===== src/rtl/rxq_pkg.sv =====
// Shared definitions for the receive byte queue.
// Assumes an 8-bit control word.
package rxq_pkg;

    localparam int CTL_EN_BIT    = 0;
    localparam int CTL_FLUSH_BIT = 1;

    typedef enum logic [1:0] {
        TRIG_ONE      = 2'd0,
        TRIG_FOUR     = 2'd1,
        TRIG_EIGHT    = 2'd2,
        TRIG_FOURTEEN = 2'd3
    } trig_sel_e;

    // Fill level selected by the trigger code, clamped to the queue depth.
    function automatic int trig_depth(trig_sel_e sel, int depth);
        int t;
        case (sel)
            TRIG_ONE:   t = 1;
            TRIG_FOUR:  t = 4;
            TRIG_EIGHT: t = 8;
            default:    t = 14;
        endcase
        return (t > depth) ? depth : t;
    endfunction

endpackage


===== src/rtl/rxq_ring.sv =====
// Circular byte store with pointers and an occupancy count.
// Assumes DEPTH is a power of two, so the pointers wrap naturally.
// The caller never pushes when full unless it also pops in that cycle,
// and never pops when empty.
module rxq_ring #(
    parameter int DW    = 8,
    parameter int DEPTH = 16
) (
    input  logic                         clk,
    input  logic                         rst_n,
    input  logic                         flush,
    input  logic                         push,
    input  logic                         pop,
    input  logic [DW-1:0]                wdata,
    output logic [DW-1:0]                head,
    output logic [$clog2(DEPTH+1)-1:0]   count,
    output logic                         full
);
    localparam int PTR_W = (DEPTH > 1) ? $clog2(DEPTH) : 1;
    localparam int CNT_W = $clog2(DEPTH+1);

    logic [DW-1:0]    mem [DEPTH];
    logic [PTR_W-1:0] wr_ptr;
    logic [PTR_W-1:0] rd_ptr;

    // Entry storage: write the incoming byte at the tail.
    always_ff @(posedge clk) begin
        if (push) begin
            mem[wr_ptr] <= wdata;
        end
    end

    // Pointer and count update; flush empties the store.
    always_ff @(posedge clk) begin
        if (!rst_n || flush) begin
            wr_ptr <= '0;
            rd_ptr <= '0;
            count  <= '0;
        end else begin
            if (push) wr_ptr <= wr_ptr + 1'b1;
            if (pop)  rd_ptr <= rd_ptr + 1'b1;
            count <= count + CNT_W'(push) - CNT_W'(pop);
        end
    end

    assign head = mem[rd_ptr];
    assign full = (count == CNT_W'(DEPTH));

endmodule


===== src/rtl/rxq_idle.sv =====
// Character-timeout detector. It counts external per-character ticks while
// the queue is active and not empty, and raises pend after TICKS of them.
// Assumes TICKS >= 1.
module rxq_idle #(
    parameter int TICKS = 4
) (
    input  logic clk,
    input  logic rst_n,
    input  logic clear,
    input  logic restart,
    input  logic active,
    input  logic tick,
    output logic pend
);
    localparam int TW = (TICKS > 1) ? $clog2(TICKS) : 1;

    logic [TW-1:0] ticks_q;

    // Tick counter: restarts on activity, advances on each idle tick.
    always_ff @(posedge clk) begin
        if (!rst_n || restart || clear || !active) begin
            ticks_q <= '0;
        end else if (tick && !pend) begin
            if (ticks_q == TW'(TICKS-1)) ticks_q <= '0;
            else                         ticks_q <= ticks_q + 1'b1;
        end
    end

    // Pending flag: set at the last tick, cleared by any host read or flush.
    always_ff @(posedge clk) begin
        if (!rst_n || clear) begin
            pend <= 1'b0;
        end else if (active && !restart && tick && ticks_q == TW'(TICKS-1)) begin
            pend <= 1'b1;
        end
    end

endmodule


===== src/rtl/rx_byte_queue.sv =====
// Receive byte queue for a 16550-style controller. It has a queued mode
// (DEPTH entries) and a single-register mode, a trigger level, sticky
// overrun and break flags, and an idle-timeout flag.
// Assumes: inputs are synchronous to clk; strobes last one cycle;
// a break and a byte in the same cycle store one 0x00 byte.
module rx_byte_queue #(
    parameter int DW         = 8,
    parameter int DEPTH      = 16,
    parameter int IDLE_TICKS = 4
) (
    input  logic                       clk,
    input  logic                       rst_n,
    input  logic [DW-1:0]              rx_byte,
    input  logic                       rx_valid,
    input  logic                       brk_evt,
    input  logic                       rd_en,
    output logic [DW-1:0]              rd_data,
    input  logic                       stat_rd,
    input  logic                       ctl_wr,
    input  logic [7:0]                 ctl_data,
    input  logic                       char_tick,
    output logic                       data_rdy,
    output logic                       ovr_flag,
    output logic                       brk_flag,
    output logic [$clog2(DEPTH+1)-1:0] level,
    output logic                       trig_hit,
    output logic                       idle_pend,
    output logic                       fifo_on
);
    import rxq_pkg::*;

    localparam int CNT_W = $clog2(DEPTH+1);

    trig_sel_e         trig_q;
    logic              fifo_q;
    logic [DW-1:0]     hold_q;
    logic              dr_q, ovr_q, brk_q;
    logic [DW-1:0]     head;
    logic [CNT_W-1:0]  cnt, cnt_after;
    logic              full;
    logic              flush, in_push, push_ok, pop, drop, single_ovr;
    logic [DW-1:0]     in_byte;
    logic              ctl_unused;

    assign ctl_unused = ^ctl_data[5:2];

    // Control decode: a flush is requested explicitly or by a mode change.
    assign flush   = ctl_wr && (ctl_data[CTL_FLUSH_BIT] || (ctl_data[CTL_EN_BIT] != fifo_q));
    assign in_push = rx_valid || brk_evt;
    assign in_byte = brk_evt ? '0 : rx_byte;

    // Queued-mode push/pop qualification, including read-while-full.
    assign pop        = fifo_q && rd_en && (cnt != '0) && !flush;
    assign push_ok    = fifo_q && in_push && !flush && (!full || pop);
    assign drop       = fifo_q && in_push && !flush && full && !pop;
    assign single_ovr = !fifo_q && in_push && !flush && dr_q && !rd_en;
    assign cnt_after  = cnt + CNT_W'(push_ok) - CNT_W'(pop);

    rxq_ring #(.DW(DW), .DEPTH(DEPTH)) u_ring (
        .clk   (clk),
        .rst_n (rst_n),
        .flush (flush),
        .push  (push_ok),
        .pop   (pop),
        .wdata (in_byte),
        .head  (head),
        .count (cnt),
        .full  (full)
    );

    rxq_idle #(.TICKS(IDLE_TICKS)) u_idle (
        .clk     (clk),
        .rst_n   (rst_n),
        .clear   (flush || (fifo_q && rd_en)),
        .restart (push_ok || pop),
        .active  (fifo_q && (cnt != '0)),
        .tick    (char_tick),
        .pend    (idle_pend)
    );

    // Control register: mode and trigger selection.
    always_ff @(posedge clk) begin
        if (!rst_n) begin
            fifo_q <= 1'b0;
            trig_q <= TRIG_ONE;
        end else if (ctl_wr) begin
            fifo_q <= ctl_data[CTL_EN_BIT];
            trig_q <= trig_sel_e'(ctl_data[7:6]);
        end
    end

    // Single-mode holding register.
    always_ff @(posedge clk) begin
        if (!rst_n) begin
            hold_q <= '0;
        end else if (!fifo_q && in_push && !flush) begin
            hold_q <= in_byte;
        end
    end

    // Data-ready: follows occupancy in queued mode, set/clear in single mode.
    always_ff @(posedge clk) begin
        if (!rst_n || flush) begin
            dr_q <= 1'b0;
        end else if (fifo_q) begin
            dr_q <= (cnt_after != '0);
        end else if (in_push) begin
            dr_q <= 1'b1;
        end else if (rd_en) begin
            dr_q <= 1'b0;
        end
    end

    // Overrun: sticky until a status read; a new overrun wins over the clear.
    always_ff @(posedge clk) begin
        if (!rst_n) begin
            ovr_q <= 1'b0;
        end else if (drop || single_ovr) begin
            ovr_q <= 1'b1;
        end else if (stat_rd) begin
            ovr_q <= 1'b0;
        end
    end

    // Break flag: set by a break event; cleared by flush, status read or draining.
    always_ff @(posedge clk) begin
        if (!rst_n || flush) begin
            brk_q <= 1'b0;
        end else if (brk_evt) begin
            brk_q <= 1'b1;
        end else if (stat_rd) begin
            brk_q <= 1'b0;
        end else if (fifo_q ? (cnt_after == '0) : rd_en) begin
            brk_q <= 1'b0;
        end
    end

    // Output mapping per mode.
    always_comb begin
        if (fifo_q) begin
            rd_data  = (cnt != '0) ? head : '0;
            level    = cnt;
            trig_hit = (int'(cnt) >= trig_depth(trig_q, DEPTH));
        end else begin
            rd_data  = hold_q;
            level    = CNT_W'(dr_q);
            trig_hit = dr_q;
        end
    end

    assign data_rdy = dr_q;
    assign ovr_flag = ovr_q;
    assign brk_flag = brk_q;
    assign fifo_on  = fifo_q;

endmodule


===== config.mk =====
export PLATFORM = sky130hd
export DESIGN_NAME = rx_byte_queue
export DESIGN_NICKNAME = d
export VERILOG_FILES = /design/src/rtl/rxq_pkg.sv /design/src/rtl/rxq_ring.sv /design/src/rtl/rxq_idle.sv /design/src/rtl/rx_byte_queue.sv
export SDC_FILE = /design/constraint.sdc
export NUM_CORES = 1
export LEC_CHECK = 0
export BUFFER_PORTS_ARGS = -buffer_cell sky130_fd_sc_hd__clkbuf_2
export CELL_PAD_IN_SITES_DETAIL_PLACEMENT = 1
export CELL_PAD_IN_SITES_GLOBAL_PLACEMENT = 2
export CORE_MARGIN = 2
export CORE_UTILIZATION = 44
export DETAILED_ROUTE_END_ITERATION = 16
export HOLD_SLACK_MARGIN = 0.1
export PLACE_DENSITY = 0.87
export SLEW_MARGIN = 20
export SYNTH_ARGS = -nofsm -noshare
export SYNTH_HDL_FRONTEND = slang
export SYNTH_SLANG_ARGS = --single-unit

===== constraint.sdc =====
create_clock -name clk -period 4.1 [get_ports clk]
set_clock_uncertainty 0.2 [all_clocks]
set_input_delay 0.205 -clock clk [delete_from_list [all_inputs] [get_ports clk]]
set_output_delay 0.205 -clock clk [all_outputs]
set_load 0.1 [all_outputs]

==> results of run 1 <==
synthesized netlist by cell type, drive strengths merged, types with 2 or more instances:
cell type  number  area, um^2
a21oi           9        45.0
a222oi          7        70.1
a31oi           2        12.5
and3            2        12.5
and4            2        20.0
buf            13        71.3
clkbuf          8        30.0
dfxtp          34         681
edfxtp        128        3840
ha             15         188
inv            14        52.6
mux2i          23         230
mux4           30         676
nand2          14        52.6
nand2b          6        37.5
nand3           5        25.0
nand3b          2        15.0
nand4           3        18.8
nor2           39         146
nor2b          24         150
nor3            6        30.0
nor3b           2        20.0
o211ai          2        15.0
o21ai          12        60.1
xnor2           5        43.8
xor2            6        52.6
area by class of cell:
class / count / area, um^2
Clock buffer: 18 / 429
Clock inverter: 14 / 141
Fill cell: 1451 / 7120
Inverter: 14 / 52.6
Multi-Input combinational cell: 231 / 2110
Sequential cell: 162 / 4530
Tap cell: 188 / 235
Timing Repair Buffer: 70 / 473
cell usage in the layout (no fill, tap or decap), drive strengths merged, types with 2 or more instances in the layout:
cell type | Yosys | layout
nand2b | 6 | 6
dlygate4sd3 | 0 | 17
bufinv | 0 | 2
clkinv | 0 | 9
nor2 | 39 | 39
dfxtp | 34 | 34
inv | 14 | 14
nor3 | 6 | 6
xor2 | 6 | 6
xnor2 | 5 | 5
nand3 | 5 | 5
nand4 | 3 | 3
mux4 | 30 | 30
clkbuf | 8 | 56
a31oi | 2 | 2
o21ai | 12 | 12
edfxtp | 128 | 128
a222oi | 7 | 7
nor3b | 2 | 2
clkinvlp | 0 | 3
nand2 | 14 | 14
nand3b | 2 | 2
a21oi | 9 | 9
ha | 15 | 15
nor2b | 24 | 24
and4 | 2 | 2
and3 | 2 | 2
mux2i | 23 | 23
o211ai | 2 | 2
buf | 13 | 15
what timing repair did:
action / 4_1_cts / 5_1_grt
resized for setup: 0 / 3
endpoints found under the setup margin: 0 / 1
hold buffers: 17 / 0
endpoints found under the hold margin: 17 / 0
power breakdown:
part / switching (uW) / leakage [uW] / internal, uW
logic: 156 / 0.00100 / 66.4
clock network: 625 / 0.000273 / 891
registers: 11.5 / 0.00145 / 1780
total: 792 / 0.00272 / 2740
how the worst max path moves through the flow:
stage,slack (ns),to,depth (start not counted)
finish,0.32,brk_flag$_SDFFE_PP0P_,13
global route,0.03,brk_flag$_SDFFE_PP0P_,13
CTS,0.1,brk_flag$_SDFFE_PP0P_,13
detailed placement,0.66,brk_flag$_SDFFE_PP0P_,12
global placement,0.75,brk_flag$_SDFFE_PP0P_,12
floorplan,-0.05,rd_data[6],3
state kept, by name, indices dropped and copies added, names as in the netlist, 2 cells and up, named ones only:
register        cells
hold_q              8
u_idle.ticks_q      2
u_ring.wr_ptr       4
trig_q              2
u_ring.count        5
u_ring.rd_ptr       4
u_ring.mem        128
worst max-delay path, cell delays in order (launching register included):
cell,delay (ns)
dfxtp_2,0.50
xor2_1,0.11
o21ai_1,0.48
nand3_1,0.23
nand2_1,0.10
ha_1,0.16
inv_1,0.05
fa_1,0.40
nand2b_1,0.17
a21oi_1,0.16
xnor2_1,0.17
and4_1,0.25
o31ai_1,0.08
dlygate4sd3_1,0.59
metrics by stage:
stage	hold slack, ns	cell area, um^2	TNS, ns	worst slack, ns
detailed placement	0.284	7200	0	0.661
global placement	0.270	7200	0	0.749
global route	0.118	7970	0	0.0319
CTS	0.100	7940	0	0.0956
floorplan	0.133	6760	-0.0533	-0.0533
finish	0.115	7970	0	0.320
metal layers:
metal  up-vias  track usage (%)  routed length [um]
li1       1773                -                   -
met5         -                0                   0
met2        99             34.1                7870
met4         0             6.72                 217
met1      2032             26.3                6710
met3        22             5.05                 709
cells by family (layout without fill, tap and decap cells):
kind of cell / count (synthesis) / in the layout
adder cells (fa/ha/maj): 16 / 16
AO/OA/AOI/OAI: 39 / 39
flip-flops: 162 / 162
XOR/XNOR: 11 / 11
multiplexers: 54 / 54
buffers and inverters: 35 / 116
AND/OR/NAND/NOR: 111 / 111
==> results_dict.tcl, run 1 <==
set metrics [dict create \
    place.detailed.hpwl_um 10500 \
    fp.dieH_um 128 \
    async_flop_share_pct 0 \
    core.rowCount 45 \
    tightest_slew_ns 1.13 \
    cts_root_buf "clkbuf_16" \
    power.total_uw 3530 \
    instances_no_fill 697 \
    worst_setup_path_startpoint "fifo_on$_SDFFE_PN0P_" \
    r2r_cells 13 \
    gp_congestion 0.807 \
    max_cap_violations 0 \
    core_area_um2 15100 \
    syn_to_layout_area_delta_pct 17.8 \
    ctsLongestPathBuffers 2 \
    post_cts_buffers 0 \
    synth_sequential_area_ratio_pct 66.9 \
    num_cts_buffers 17 \
    max-slew-margin-rel_pct 24.7 \
    die_w_um 128 \
    clock_h_tree_levels 4 \
    tritoncts "built" \
    synth.net_count 468 \
    synth_enable_flop_cells 128 \
    utilization_pct 52.8 \
    mappedNetlistArea_um2 6760 \
    pwr_density_cell_nw_per_um2 443 \
    floorplan.initialDensity_pct 44.8 \
    synthesis.instances 428 \
    post_synth_and_or_nand_nor_area_fraction_pct 8.66 \
    numPortBuffers 38 \
    post_drt_via_cell_ratio 5.63 \
    finalCriticalPeriod_ns 3.78 \
    rsz0062_at_grt "false" \
    min_to "u_ring.mem[5][5]$_DFFE_PP_" \
    yosys.cell_types.count 47 \
    post_route_cells_drive_above_1_share_pct 25.5 \
    critPathArrivalTime_ns 3.89 \
    maximum_fanout_along_the_worst_path 15 \
    grt.overflow.total 0 \
    critical_setup_path_class "reg -> reg" \
    maxSlewViolCount 0 \
    vdd_ir_drop_max_uv 330 \
    tritoncts_sinks 162 \
    first_pass_grt_wire_length_um 24000 \
    finalHoldViolCount 0 \
    finish.net_count 536 \
    die_area_um2 16400 \
    regToRegSetupSlack_ns 0.32 \
    setup_viol_count_final 0 \
    detailroute.via_count 3926 \
    regToRegStartpoint "fifo_on$_SDFFE_PN0P_" \
    grt_util_all_layers_pct 20.4 \
    syn_area_per_cell_um2 15.8 \
    synth_warnings 0 \
    antenna_found_initial 0 \
    drt-total-wl_um 15500 \
    critPathLaunchType "flip-flop" \
    wl_per_cell_um 22.2 \
    route.detailed.drc 0 \
    dp_cells 648 \
    detailedRoute.firstPassIterationCount 6 \
    worst_setup_hold_path_clk_slew_ns 0.06 \
    num_antenna_cells 0 \
    drt_first_iter_violations 271 \
    synth.mux.area_fraction_pct 13.6 \
    largest_family_of_logic_cells_by_synthesized_area "multiplexers" \
    drt.antenna.violating_nets 0 \
    power_leakage_uw 0.00272 \
    worstPathRequired_ns 4.21 \
    synth_adder_area_share_pct 3.07 \
    clkLatencyLatePin_ns 0.42 \
    crit_path_end_kind "flip-flop" \
    via_count_of_the_first_global_routing_pass 4210 \
    capturing_point_of_the_worst_reg2reg_path "brk_flag$_SDFFE_PP0P_" \
    timing.final.crit_share_pct 92.2 \
    hold_class "in -> reg" \
    run_status "complete, no violations" \
    fmax_mhz 265 \
    grt_max_degree 29 \
    synth_flop_cell "edfxtp_1" \
    hold_path_depth 2 \
    holdCritStartpoint "rx_byte[5]" \
    design.portCount 43 \
    synthXorXnorAreaFrac_pct 1.42 \
    synth-compound-area-share_pct 4.11 \
    synth.ff_latch_count 162 \
]
Note: power is estimated with default switching activity, not from simulation.
==> run 2, diff against run 1 <==
Settings changed: CAP_MARGIN set to 5, MAX_ROUTING_LAYER set to met4.
==> results_dict.tcl, run 2 (synthesis results as in run 1) <==
set metrics [dict create \
    num_antenna_cells 0 \
    wl_per_cell_um 22.2 \
    die_area_um2 16400 \
    cellInternalPower_uw 2740 \
    drt-total-wl_um 15500 \
    grt.overflow.total 0 \
    drt_first_iter_violations 279 \
    pwr_density_cell_nw_per_um2 443 \
    tritoncts "built" \
    worst_hold_slack_ns 0.117 \
    die_w_um 128 \
    cts_root_buf "clkbuf_16" \
    maxSlewViolCount 0 \
    clkLatencyLatePin_ns 0.42 \
    regToRegSetupSlack_ns 0.34 \
    fp.dieH_um 128 \
    critical_setup_path_class "in -> reg" \
    grt_max_degree 29 \
    sequentialPowerShare_pct 50.8 \
    clock_h_tree_levels 4 \
    largest_reg_flops 128 \
    power_leakage_uw 0.00272 \
    tightest_slew_ns 1.11 \
    worst_setup_hold_path_clk_slew_ns 0.06 \
    finalHoldViolCount 0 \
    detailedRoute.firstPassIterationCount 4 \
    vdd_ir_drop_max_uv 329 \
    finish.net_count 536 \
    switching_share_pct 22.4 \
    via_count_of_the_first_global_routing_pass 4201 \
    post_route_cells_drive_above_1_share_pct 25.5 \
    capturing_point_of_the_worst_reg2reg_path "brk_flag$_SDFFE_PP0P_" \
    num_cts_buffers 17 \
    finalCriticalPeriod_ns 3.76 \
    hold_path_depth 2 \
    switching_power_of_the_nets_uw 792 \
    post_drt_via_cell_ratio 5.63 \
    largestRegisters "u_ring.mem x128, hold_q x8, u_ring.count x5" \
    worstPathRequired_ns 4.21 \
    syn_to_layout_area_delta_pct 17.8 \
    floorplan.initialDensity_pct 44.8 \
    gp_congestion 0.819 \
    dp_cells 648 \
    hold_class "in -> reg" \
    ctsLongestPathBuffers 2 \
    run_status "complete, no violations" \
    design.portCount 43 \
    detailroute.via_count 3924 \
    tritoncts_sinks 162 \
    holdCritStartpoint "rx_byte[2]" \
    r2r_cells 13 \
    grt_util_all_layers_pct 21.0 \
    timing.final.crit_share_pct 91.8 \
    power_frac_comb_pct 6.3 \
    layout_common_cells "128 x edfxtp_1, 38 x nor2_1, 38 x clkbuf_2" \
    numPortBuffers 38 \
    max_cap_violations 0 \
    critPathArrivalTime_ns 3.87 \
    crit_path_end_kind "flip-flop" \
    regToRegStartpoint "fifo_on$_SDFFE_PN0P_" \
    finalSetupTns_ns 0 \
    route.detailed.drc 0 \
    pwr-share-clk_pct 42.9 \
    core.rowCount 45 \
    antenna_found_initial 0 \
    layout_commonest_cell "edfxtp_1" \
    instances_no_fill 697 \
    registers.top_by_ff_count "u_ring.mem" \
    core_area_um2 15100 \
    critPathLaunchType "primary input" \
    drt.antenna.violating_nets 0 \
    fmax_mhz 266 \
    maximum_fanout_along_the_worst_path 7 \
    first_pass_grt_wire_length_um 24100 \
    rsz0062_at_grt "false" \
    min_to "u_ring.mem[12][2]$_DFFE_PP_" \
    place.detailed.hpwl_um 10500 \
    setup_viol_count_final 0 \
    max-slew-margin-rel_pct 25.8 \
]
## run 2: worst max-delay path by stage
stage                                    start               endpoint  slack [ns]
after CTS                 fifo_on$_SDFFE_PN0P_  brk_flag$_SDFFE_PP0P_         0.1
final                              ctl_data[0]  brk_flag$_SDFFE_PP0P_        0.34
after global routing      fifo_on$_SDFFE_PN0P_  brk_flag$_SDFFE_PP0P_        0.03
after floorplan           fifo_on$_SDFFE_PN0P_             rd_data[6]       -0.05
after global placement    fifo_on$_SDFFE_PN0P_  brk_flag$_SDFFE_PP0P_        0.75
after detailed placement  fifo_on$_SDFFE_PN0P_  brk_flag$_SDFFE_PP0P_        0.66
## run 2: timing repair
item / CTS / global route
endpoints found under the setup margin: 0 / 1
endpoints found under the hold margin: 17 / 0
hold buffers: 17 / 0
gates resized for setup: 0 / 3
buffers inserted: 0 / 0
## run 2: through the flow
step                total power, uW  cell area, um^2  utilization (%)  setup WS, ns
finish                         3530             7970             52.8         0.338
global route                   3630             7970             52.8        0.0319
CTS                            3550             7940             52.6        0.0956
detailed placement             2040             7200             47.7         0.661
global placement               2030             7200             47.7         0.749
floorplan                      1980             6760                -       -0.0533
## run 2: final cells by class
| class | instances | area [um^2] |
|---|---|---|
| timing repair buffer | 70 | 473 |
| tap | 188 | 235 |
| clock inverter | 14 | 141 |
| inverter | 14 | 52.6 |
| multi-input combinational | 231 | 2110 |
| clock buffer | 18 | 429 |
| fill | 1451 | 7120 |
| sequential | 162 | 4530 |
## run 2: metal layers
layer  routed length (um)  part of all wire [%]  track usage, %  up-vias
met1                 6750                    44            26.4     2030
met3                  711                   4.6            5.18       19
li1                     -                     -               -     1773
met4                  193                   1.2            6.14        0
met5                    0                     0               -        -
met2                 7840                    51            34.1      102
## run 2: critical path, cell delays in order
cell and delay [ns]:
dlygate4sd3_1 0.54, clkbuf_2 0.14, xor2_1 0.15, o21ai_1 0.48, nand3_1 0.22, nand2_1 0.10
ha_1 0.16, inv_1 0.05, fa_1 0.40, nand2b_1 0.17, a21oi_1 0.16, xnor2_1 0.17
and4_1 0.25, o31ai_1 0.08, dlygate4sd3_1 0.58
## run 2: power groups by stage
| stage | registers (uW) | clock network, uW | logic [uW] |
|---|---|---|---|
| final | 1790 | 1520 | 223 |
| after global routing | 1800 | 1590 | 239 |
| after CTS | 1790 | 1540 | 221 |
| after detailed placement | 1830 | 0 | 207 |
| after global placement | 1830 | 0 | 200 |
| after floorplan | 1840 | 0 | 134 |
==> run 3, diff against run 2 <==
Settings changed: ABC_CLOCK_PERIOD_IN_PS set to 4100, BUFFER_PORTS_ARGS -buffer_cell sky130_fd_sc_hd__clkbuf_2 to -buffer_cell sky130_fd_sc_hd__buf_4.
==> results_dict.tcl, run 3 (synthesis results as in run 1) <==
set metrics [dict create \
    run_status "complete, no violations" \
    tightest_slew_ns 0.929 \
    num_cts_buffers 17 \
    switching_share_pct 22.6 \
    clkLatencyLatePin_ns 0.43 \
    place.detailed.hpwl_um 10700 \
    tritoncts_sinks 162 \
    maxSlewViolCount 0 \
    detailroute.via_count 4002 \
    core_area_um2 15100 \
    pwr-share-clk_pct 44.6 \
    fp.dieH_um 128 \
    finalCriticalPeriod_ns 3.81 \
    timing.final.crit_share_pct 93.0 \
    slowest_delay_ns 0.57 \
    cts_root_buf "clkbuf_16" \
    timing.critical_path.max_delay_family "simple AND/OR/NAND/NOR gates" \
    largest_reg_flops 128 \
    drt_first_iter_violations 421 \
    sequentialPowerShare_pct 48.7 \
    die_area_um2 16400 \
    ctsLongestPathBuffers 2 \
    via_count_of_the_first_global_routing_pass 4197 \
    detailedRoute.firstPassIterationCount 5 \
    drt-total-wl_um 16400 \
    floorplan.initialDensity_pct 44.8 \
    crit_path_top_delay_cell "dlygate4sd3_1" \
    numPortBuffers 38 \
    power_leakage_uw 0.00280 \
    maximum_fanout_along_the_worst_path 6 \
    worstPathRequired_ns 4.22 \
    dp_cells 648 \
    tritoncts "built" \
    pwr_density_cell_nw_per_um2 452 \
    max_cap_violations 0 \
    critPathArrivalTime_ns 3.93 \
    fillCellCount 1446 \
    setup_ws_ns 0.286 \
    layout_commonest_cell "edfxtp_1" \
    first_pass_grt_wire_length_um 25000 \
    cellInternalPower_uw 2840 \
    core.rowCount 45 \
    post_drt_via_cell_ratio 5.72 \
    critical_path_cell_sequence "inv_1 > ha_1 > nor4b_2 > nor2_2 > nand3_1 > nand2_1 > ha_1 > inv_1 > fa_1 > nand2b_1 > a21oi_1 > xnor2_1 > and4_1 > o31ai_1 > dlygate4sd3_1" \
    power_frac_comb_pct 6.6 \
    route.detailed.drc 0 \
    worst_setup_hold_path_clk_slew_ns 0.06 \
    final_design_area_no_fill_um2 8140 \
    setup_viol_count_final 0 \
    preCtsSetupSlack_ns 0.683 \
    grt_max_degree 28 \
    antenna_found_initial 0 \
    critPathLaunchType "flip-flop" \
    grt_util_all_layers_pct 21.9 \
    hold_class "in -> reg" \
    drt.antenna.violating_nets 0 \
    vdd_ir_drop_max_uv 283 \
    finalHoldViolCount 0 \
    finish.net_count 539 \
    layout_common_cells "128 x edfxtp_1, 53 x buf_4, 38 x nor2_1" \
    clock_h_tree_levels 4 \
    design.portCount 43 \
    grt.overflow.total 0 \
    switching_power_of_the_nets_uw 833 \
    critical_path.n_buffers_inverters 3 \
    power.total_uw 3680 \
    gp_congestion 0.838 \
    critical_setup_path_class "reg -> reg" \
    wl_per_cell_um 23.4 \
    syn_to_layout_area_delta_pct 20.4 \
    worst_hold_slack_ns 0.134 \
    place_area_um2 7300 \
    post_cts_buffers 0 \
    die_w_um 128 \
    rsz0062_at_grt "false" \
    registers.top_by_ff_count "u_ring.mem" \
    max-slew-margin-rel_pct 38.1 \
    fmax_mhz 262 \
    post_route_cells_drive_above_1_share_pct 25.8 \
    instances_no_fill 700 \
    largestRegisters "u_ring.mem x128, hold_q x8, u_ring.count x5" \
    num_antenna_cells 0 \
    crit_path_end_kind "flip-flop" \
]
-- run 3: cell types whose count changed in the layout (fill, tap and decap cells not counted), moves of 2 or more --
cell,before,now
buf_4,15,53
clkbuf_2,38,0
clkinv_4,4,2
clkinvlp_4,3,1
dlygate4sd3_1,17,20
inv_6,0,4
-- run 3: power by group through the flow --
stage	combinational, uW	clock, uW	sequential (uW)
finish	244	1640	1790
global placement	215	0	1830
detailed placement	223	0	1830
CTS	240	1670	1790
global route	258	1720	1790
floorplan	134	0	1840
-- run 3: metrics by stage --
stage	utilization, %	TNS, ns
after global routing	53.9	0
final	53.9	0
after global placement	48.3	0
after CTS	53.8	0
after floorplan	-	-0.0533
after detailed placement	48.3	0
-- run 3: path summary, 6_finish.rpt --
path / to / cells past startpoint / from / slack [ns]
setup reg to reg: brk_flag$_SDFFE_PP0P_ / 15 / u_ring.count[2]$_SDFF_PP0_ / 0.29
hold / removal: u_idle.ticks_q[0]$_SDFFE_PP0P_ / 5 / ctl_data[1] / 0.13
setup / recovery: brk_flag$_SDFFE_PP0P_ / 15 / u_ring.count[2]$_SDFF_PP0_ / 0.29
hold reg to reg: flip-flop / 2 / u_ring.rd_ptr[3]$_SDFFE_PP0P_ / 0.32
-- run 3: tightest hold or removal path: cells and delay by family --
kind | cells | cell delay (ns)
AND/OR/NAND/NOR | 2 | 0.16
buffers and inverters | 2 | 0.27
AO/OA/AOI/OAI | 1 | 0.08
-- run 3: what timing repair did --
item / CTS / global route
hold buffers: 20 / 0
gates resized for setup: 0 / 2
setup endpoints to repair: 0 / 1
hold endpoints to repair: 17 / 0
-- run 3: metal layers --
metal | track usage [%] | vias to the layer above | wire [um]
met3 | 5.88 | 24 | 830
met1 | 27.8 | 2079 | 7170
met4 | 7.56 | 0 | 299
met5 | - | - | 0
li1 | - | 1783 | -
met2 | 34.2 | 116 | 8080
-- run 3: layout make-up --
class / count / area (um^2) / area share, %
Sequential cell: 162 / 4530 / 55.6
Multi-Input combinational cell: 231 / 2110 / 26.0
Timing Repair Buffer: 73 / 598 / 7.35
Clock buffer: 18 / 439 / 5.40
Tap cell: 188 / 235 / 2.89
Clock inverter: 14 / 176 / 2.17
Inverter: 14 / 52.6 / 0.646
